## config.mk

```make
export PLATFORM = sky130hd
export DESIGN_NAME = barrel_slot_sched
export DESIGN_NICKNAME = d
export VERILOG_FILES = /design/src/rtl/bps_pkg.sv /design/src/rtl/bps_wheel.sv /design/src/rtl/bps_areg_file.sv /design/src/rtl/bps_issue.sv /design/src/rtl/barrel_slot_sched.sv
export SDC_FILE = /design/constraint.sdc
export NUM_CORES = 1
export LEC_CHECK = 0
export ABC_AREA = 0
export BUFFER_PORTS_ARGS = -buffer_cell sky130_fd_sc_hd__buf_4
export CAP_MARGIN = 10
export CELL_PAD_IN_SITES_DETAIL_PLACEMENT = 0
export CELL_PAD_IN_SITES_GLOBAL_PLACEMENT = 1
export CORE_MARGIN = 4
export CORE_UTILIZATION = 48
export DETAILED_ROUTE_END_ITERATION = 7
export GPL_TIMING_DRIVEN = 0
export PLACE_DENSITY_LB_ADDON = 0.1
export SLEW_MARGIN = 10
export SYNTH_ARGS = -nofsm -noshare
export SYNTH_HDL_FRONTEND = slang
export SYNTH_SLANG_ARGS = --single-unit
```

## constraint.sdc

```tcl
create_clock -name clk -period 3.4 [get_ports clk]
set_clock_uncertainty 0.15 [all_clocks]
set_input_delay 0.17 -clock clk [delete_from_list [all_inputs] [get_ports clk]]
set_output_delay 0.17 -clock clk [all_outputs]
set_load 0.01 [all_outputs]
```

## src/rtl/bps_pkg.sv

```systemverilog
package bps_pkg;
    typedef enum logic [1:0] {
        SL_PORT = 2'd0,
        SL_EXEC = 2'd1,
        SL_TEST = 2'd2
    } slice_kind_e;
endpackage

```

## src/rtl/bps_wheel.sv

```systemverilog
module bps_wheel
    import bps_pkg::*;
#(
    parameter int NUM_PORTS   = 24,
    parameter int EXEC_SLICES = 8,
    localparam int PER_GRP    = NUM_PORTS / EXEC_SLICES,
    localparam int NSLICE     = NUM_PORTS + EXEC_SLICES + 1,
    localparam int POS_W      = $clog2(NSLICE),
    localparam int NVP        = NUM_PORTS + 1,
    localparam int ID_W       = $clog2(NVP + 1)
) (
    input  logic              clk,
    input  logic              rst_n,
    output logic [POS_W-1:0]  pos,
    output slice_kind_e       kind,
    output logic [ID_W-1:0]   owner
);
    localparam int K_W  = $clog2(PER_GRP + 1);
    localparam int G_W  = $clog2(EXEC_SLICES + 1);
    localparam int PI_W = $clog2(NUM_PORTS + 1);

    slice_kind_e      state, nstate;
    logic [K_W-1:0]   k_cnt;
    logic [G_W-1:0]   g_cnt;
    logic [PI_W-1:0]  pidx;

    // next-state selection
    always_comb begin
        nstate = state;
        unique case (state)
            SL_PORT: nstate = (k_cnt == K_W'(PER_GRP - 1)) ? SL_EXEC : SL_PORT;
            SL_EXEC: nstate = (g_cnt == G_W'(EXEC_SLICES - 1)) ? SL_TEST : SL_PORT;
            SL_TEST: nstate = SL_PORT;
            default: nstate = SL_PORT;
        endcase
    end

    // state register and slice counters
    always_ff @(posedge clk) begin
        if (!rst_n) begin
            state <= SL_PORT;
            pos   <= '0;
            k_cnt <= '0;
            g_cnt <= '0;
            pidx  <= '0;
        end else begin
            state <= nstate;
            unique case (state)
                SL_PORT: begin
                    pos   <= pos + POS_W'(1);
                    pidx  <= pidx + PI_W'(1);
                    k_cnt <= (k_cnt == K_W'(PER_GRP - 1)) ? '0 : k_cnt + K_W'(1);
                end
                SL_EXEC: begin
                    pos   <= pos + POS_W'(1);
                    g_cnt <= g_cnt + G_W'(1);
                end
                SL_TEST: begin
                    pos   <= '0;
                    pidx  <= '0;
                    k_cnt <= '0;
                    g_cnt <= '0;
                end
                default: begin
                    pos   <= '0;
                end
            endcase
        end
    end

    // outputs from state
    always_comb begin
        kind  = state;
        owner = '0;
        unique case (state)
            SL_PORT: owner = ID_W'(pidx);
            SL_EXEC: owner = ID_W'(NUM_PORTS);
            SL_TEST: owner = ID_W'(NVP);
            default: owner = '0;
        endcase
    end
endmodule

```

## src/rtl/bps_areg_file.sv

```systemverilog
module bps_areg_file #(
    parameter int NVP        = 25,
    parameter int ID_W       = 5,
    parameter int UA_W       = 11,
    parameter int PORT_ENTRY = 'h040,
    parameter int EXEC_ENTRY = 'h400
) (
    input  logic                       clk,
    input  logic                       rst_n,
    input  logic                       wr_en,
    input  logic [ID_W-1:0]            wr_id,
    input  logic [UA_W-1:0]            wr_data,
    output logic [NVP-1:0][UA_W-1:0]   regs
);
    for (genvar i = 0; i < NVP; i++) begin : g_reg
        localparam logic [UA_W-1:0] ENTRY =
            (i < NVP - 1) ? UA_W'(PORT_ENTRY) : UA_W'(EXEC_ENTRY);
        always_ff @(posedge clk) begin
            if (!rst_n) begin
                regs[i] <= ENTRY;
            end else if (wr_en && (wr_id == ID_W'(i))) begin
                regs[i] <= wr_data;
            end
        end
    end
endmodule

```

## src/rtl/bps_issue.sv

```systemverilog
module bps_issue
    import bps_pkg::*;
#(
    parameter int NVP  = 25,
    parameter int ID_W = 5,
    parameter int UA_W = 11
) (
    input  slice_kind_e                kind,
    input  logic [ID_W-1:0]            owner,
    input  logic [NVP-1:0]             enable,
    input  logic [NVP-1:0][UA_W-1:0]   regs,
    input  logic                       wb_valid,
    input  logic [UA_W-1:0]            wb_addr,
    output logic                       issue_valid,
    output logic [UA_W-1:0]            uaddr,
    output logic                       wr_en,
    output logic [ID_W-1:0]            wr_id,
    output logic [UA_W-1:0]            wr_data
);
    logic in_range;

    always_comb begin
        in_range    = (owner < ID_W'(NVP));
        issue_valid = 1'b0;
        uaddr       = '0;
        unique case (kind)
            SL_PORT, SL_EXEC: begin
                if (in_range) begin
                    issue_valid = enable[owner];
                    uaddr       = regs[owner];
                end
            end
            SL_TEST: begin
                issue_valid = 1'b0;
                uaddr       = '0;
            end
            default: begin
                issue_valid = 1'b0;
            end
        endcase
        wr_en   = issue_valid && wb_valid;
        wr_id   = owner;
        wr_data = wb_addr;
    end
endmodule

```

## src/rtl/barrel_slot_sched.sv

```systemverilog
module barrel_slot_sched
    import bps_pkg::*;
#(
    parameter int NUM_PORTS   = 24,
    parameter int EXEC_SLICES = 8,
    parameter int UA_W        = 11,
    parameter int PORT_ENTRY  = 'h040,
    parameter int EXEC_ENTRY  = 'h400,
    localparam int NVP        = NUM_PORTS + 1,
    localparam int NSLICE     = NUM_PORTS + EXEC_SLICES + 1,
    localparam int POS_W      = $clog2(NSLICE),
    localparam int ID_W       = $clog2(NVP + 1)
) (
    input  logic              clk,
    input  logic              rst_n,
    input  logic [NVP-1:0]    vp_enable,
    input  logic              wb_valid,
    input  logic [UA_W-1:0]   wb_addr,
    output logic [POS_W-1:0]  slot_pos,
    output logic [ID_W-1:0]   owner_id,
    output logic [UA_W-1:0]   owner_uaddr,
    output logic              issue_valid,
    output logic              selftest_slot
);
    slice_kind_e               kind;
    logic [NVP-1:0][UA_W-1:0]  regs;
    logic                      wr_en;
    logic [ID_W-1:0]           wr_id;
    logic [UA_W-1:0]           wr_data;

    bps_wheel #(
        .NUM_PORTS   (NUM_PORTS),
        .EXEC_SLICES (EXEC_SLICES)
    ) u_wheel (
        .clk   (clk),
        .rst_n (rst_n),
        .pos   (slot_pos),
        .kind  (kind),
        .owner (owner_id)
    );

    bps_areg_file #(
        .NVP        (NVP),
        .ID_W       (ID_W),
        .UA_W       (UA_W),
        .PORT_ENTRY (PORT_ENTRY),
        .EXEC_ENTRY (EXEC_ENTRY)
    ) u_regs (
        .clk     (clk),
        .rst_n   (rst_n),
        .wr_en   (wr_en),
        .wr_id   (wr_id),
        .wr_data (wr_data),
        .regs    (regs)
    );

    bps_issue #(
        .NVP  (NVP),
        .ID_W (ID_W),
        .UA_W (UA_W)
    ) u_issue (
        .kind        (kind),
        .owner       (owner_id),
        .enable      (vp_enable),
        .regs        (regs),
        .wb_valid    (wb_valid),
        .wb_addr     (wb_addr),
        .issue_valid (issue_valid),
        .uaddr       (owner_uaddr),
        .wr_en       (wr_en),
        .wr_id       (wr_id),
        .wr_data     (wr_data)
    );

    assign selftest_slot = (kind == SL_TEST);
endmodule

```

==> flow_metrics.py <==
metrics = {
    "run_status": {
        "status": "finished with violations",
        "failed_checks": "setup timing",
    },
    "worst_setup_path": {
        "critPathKind": "reg2out",
        "crit_fanout": 6,
        "crit_required_ns": 3.08,
        "crit_path_start_kind": "flop",
        "cp_data_arrival_time_ns": 3.16,
        "endpoint_kind": "output pin",
    },
    "pwr": {
        "irDropWorstVdd_uv": 392,
        "seqPwrFrac_pct": 39.7,
        "p_int_w": 0.00634,
        "p_per_area_mw_per_mm2": 511,
        "p_comb_share_pct": 17.0,
        "power_w": 0.00885,
        "p_switching_w": 0.00251,
        "swShare_pct": 28.4,
        "p_clk_share_pct": 43.3,
        "leakage_nw": 6.68,
    },
    "synthesis": {
        "synth_edf_count": 0,
        "syn-cell-area_mm2": 0.0140,
        "netlist_top_cells_area": "dfxtp_1 42%, mux2i_1 17%, nand2_1 7.1%",
        "synth_largest_area_cell": "dfxtp_1",
        "ys_types": 79,
        "avgSynthCellArea_um2": 9.16,
        "seq_area_frac_synth_pct": 41.9,
        "ys.flop_type": "dfxtp_1",
        "synthCells": 1532,
        "async_flop_share_pct": 0,
        "synth_seq_cells": 294,
        "synth_top_area_share_pct": 41.9,
        "synth_warnings": 0,
        "synthesis.nets": 1578,
    },
    "cts": {
        "htreeDepth": 2,
        "ctsRootBufferMaster": "clkbuf_16",
        "clock_sink_count": 294,
        "clock_latency_ns": 0.53,
        "clk_pin_slew_ns": 0.06,
        "cts_tree": "built",
        "numCtsBuffers": 34,
        "clockBufferDepth": 3,
    },
    "global_routing": {
        "busiest_layer": "met2",
        "grt_usage_pct": 33.7,
        "grtUsageMet1_pct": 44.9,
        "grt_pass1_vias": 12400,
        "met3_usage_pct": 7.00,
        "grt_first_pass_wirelength_um": 79400,
        "grt_max_degree": 14,
        "grt.overflow.total": 0,
        "met2_usage_pct": 53.4,
        "grt_antenna_before_repair": 2,
    },
    "placement": {
        "placed_area_mm2": 0.0150,
        "pre_cts_slack_ns": -0.662,
        "dp_hpwl_um": 38800,
        "gp_congestion": 0.974,
        "numPortBuffers": 61,
    },
    "floorplan": {
        "start_util_pct": 48.8,
        "num_io_pins": 63,
        "coreArea_mm2": 0.0288,
        "die_area_mm2": 0.0320,
        "chipWidth_um": 179,
        "die_h_um": 179,
        "rows": 62,
    },
    "final_layout": {
        "drive_gt1_share_pct": 20.1,
        "fill_cells": 2505,
        "num-nets-final": 1718,
        "diodes": 0,
        "final_area_mm2": 0.0173,
        "syn_to_final_growth_pct": 23.4,
        "final_core_util_pct": 60.2,
    },
    "timing": {
        "tightest_slew_ns": 1.06,
        "maxSlewHeadroom_pct": 28.7,
        "final_max_slew_viol_count": 0,
        "finalCritPeriodShare_pct": 102,
        "final.setup.tns_ns": -0.177,
        "fmax_mhz": 287,
        "hold_viol": 0,
        "rsz0062_at_grt": "true",
        "setup_viol": 6,
        "timing.final.ws_setup_ns": -0.0793,
        "period_minus_slack_ns": 3.48,
    },
    "min_path": {
        "hold_path_class": "in2reg",
    },
    "drt": {
        "vias": 12800,
        "drcViolationCount": 0,
        "via_per_inst": 6.14,
        "post_drt_wl_per_cell_um": 26.4,
        "drt_iter0_markers": 1477,
        "wirelength_um": 54800,
        "drt-pass1-iter-count": 5,
        "drt.antenna.violating_nets": 0,
    },
    "job": {
        "maxCapViolCount": 0,
    },
}
[sequential cells by signal, summed over array words and instances, names as in the netlist]
| name | cells |
|---|---|
| u_regs.regs | 275 |
| u_wheel.pos | 6 |
| u_wheel.pidx | 5 |
| u_wheel.g_cnt | 4 |
| u_wheel.k_cnt | 2 |
| u_wheel.kind | 2 |
[final timing paths]
check,to,startpoint,cells after the start,slack [ns]
min,u_regs.regs[208]$_SDFFE_PN0P_,vp_enable[18],6,0.11
min reg2reg,u_wheel.kind[1]$_SDFF_PN0_,u_wheel.g_cnt[3]$_SDFFE_PN0N_,1,0.28
max reg2reg,u_regs.regs[249]$_SDFFE_PN0P_,u_wheel.kind[1]$_SDFF_PN0_,10,0.11
max,owner_uaddr[6],u_wheel.kind[1]$_SDFF_PN0_,13,-0.08
[cells in the final DEF (no fill, tap or decap), types with 6 or more instances in the layout]
master           n
nand2_1        266
nor2_1          39
nor2b_1         58
clkinv_2         8
ha_1             6
buf_6            7
dfxtp_1        291
clkbuf_8        12
buf_4          110
nor4_1           6
o31ai_2          8
and3_1          18
nand3_1        123
buf_12          11
o21ai_1         10
buf_2            9
mux2i_1        235
clkbuf_4         8
a31oi_1          6
nand4_1         16
o211ai_1         6
clkbuf_2         8
clkbuf_16       35
dlygate4sd3_1   12
a211oi_1        12
o21ai_0         91
mux4_2          27
nor2_4           6
nor3_1           7
a21oi_1         22
clkbuf_1        67
[critical path, cell delays in order (launching register included)]
cell and delay, ns:
dfxtp_4 0.39, inv_4 0.05, ha_4 0.17, and3b_4 0.20
nor2_8 0.14, inv_8 0.06, buf_12 0.15, buf_16 0.15
buf_12 0.14, a2111oi_4 0.39, a2111o_1 0.18, o21ai_1 0.07
a221o_1 0.38, buf_6 0.15
[power by group through the flow]
| stage | clock [W] | combinational [W] | sequential [W] |
|---|---|---|---|
| 6_report | 0.00383 | 0.00150 | 0.00352 |
| 5_1_grt | 0.00398 | 0.00155 | 0.00352 |
| 4_1_cts | 0.00384 | 0.00139 | 0.00351 |
| 3_5_place_dp | 0 | 0.00120 | 0.00359 |
| 3_3_place_gp | 0 | 0.00120 | 0.00359 |
| 2_1_floorplan | 0 | 0.000680 | 0.00358 |
[cells by family after synthesis]
kind of cell    Yosys count  synth area share (%)
flops                   294                  41.9
xor+xnor                  8                 0.499
compound gates          223                  10.5
simple gates            583                  19.8
mux                     268                  21.6
buf+inv                 149                  5.05
fa+ha+maj                 7                 0.624
[what timing repair did]
| action | 4_1_cts | 5_1_grt |
|---|---|---|
| hold buffers | 12 | 0 |
| endpoints found under the setup margin | 32 | 12 |
| hold endpoints to repair | 57 | 0 |
| cloned | 1 | 0 |
| resized for setup | 152 | 55 |
| pin swaps | 21 | 17 |
| buffers inserted | 15 | 16 |
[cells in the mapped netlist, drive strengths merged (18+ instances only)]
cell type,instances
a21oi,25
and3,18
buf,55
clkbuf,84
dfxtp,294
mux2i,235
mux4,27
nand2,267
nand3,126
nor2,47
nor2b,58
o21ai,106
[per-layer routing]
| metal | vias to the layer above | wire length, um |
|---|---|---|
| met4 | 2 | 2660 |
| met2 | 641 | 24300 |
| met5 | - | 7 |
| li1 | 5734 | - |
| met1 | 6229 | 22700 |
| met3 | 156 | 5130 |
[area by class of cell]
class                   instances  area (um^2)  area share [%]
multi-input cells            1089         7920            45.7
flip-flops and latches        294         5890            34.0
clock buffers                  45          993            5.74
repair buffers                106          910            5.25
plain buffers                 137          895            5.17
well taps                     384          480            2.77
clock inverters                14          168           0.968
inverters                      10         62.6           0.361
[per-stage QoR]
stage | hold WS [ns] | std cells
6_report | 0.115 | 2079
5_1_grt | 0.121 | 2079
4_1_cts | 0.0652 | 2065
3_5_place_dp | 0.279 | 1978
3_3_place_gp | 0.283 | 1977
2_1_floorplan | 0.145 | 1532
Note: power is estimated with default switching activity, not from simulation.
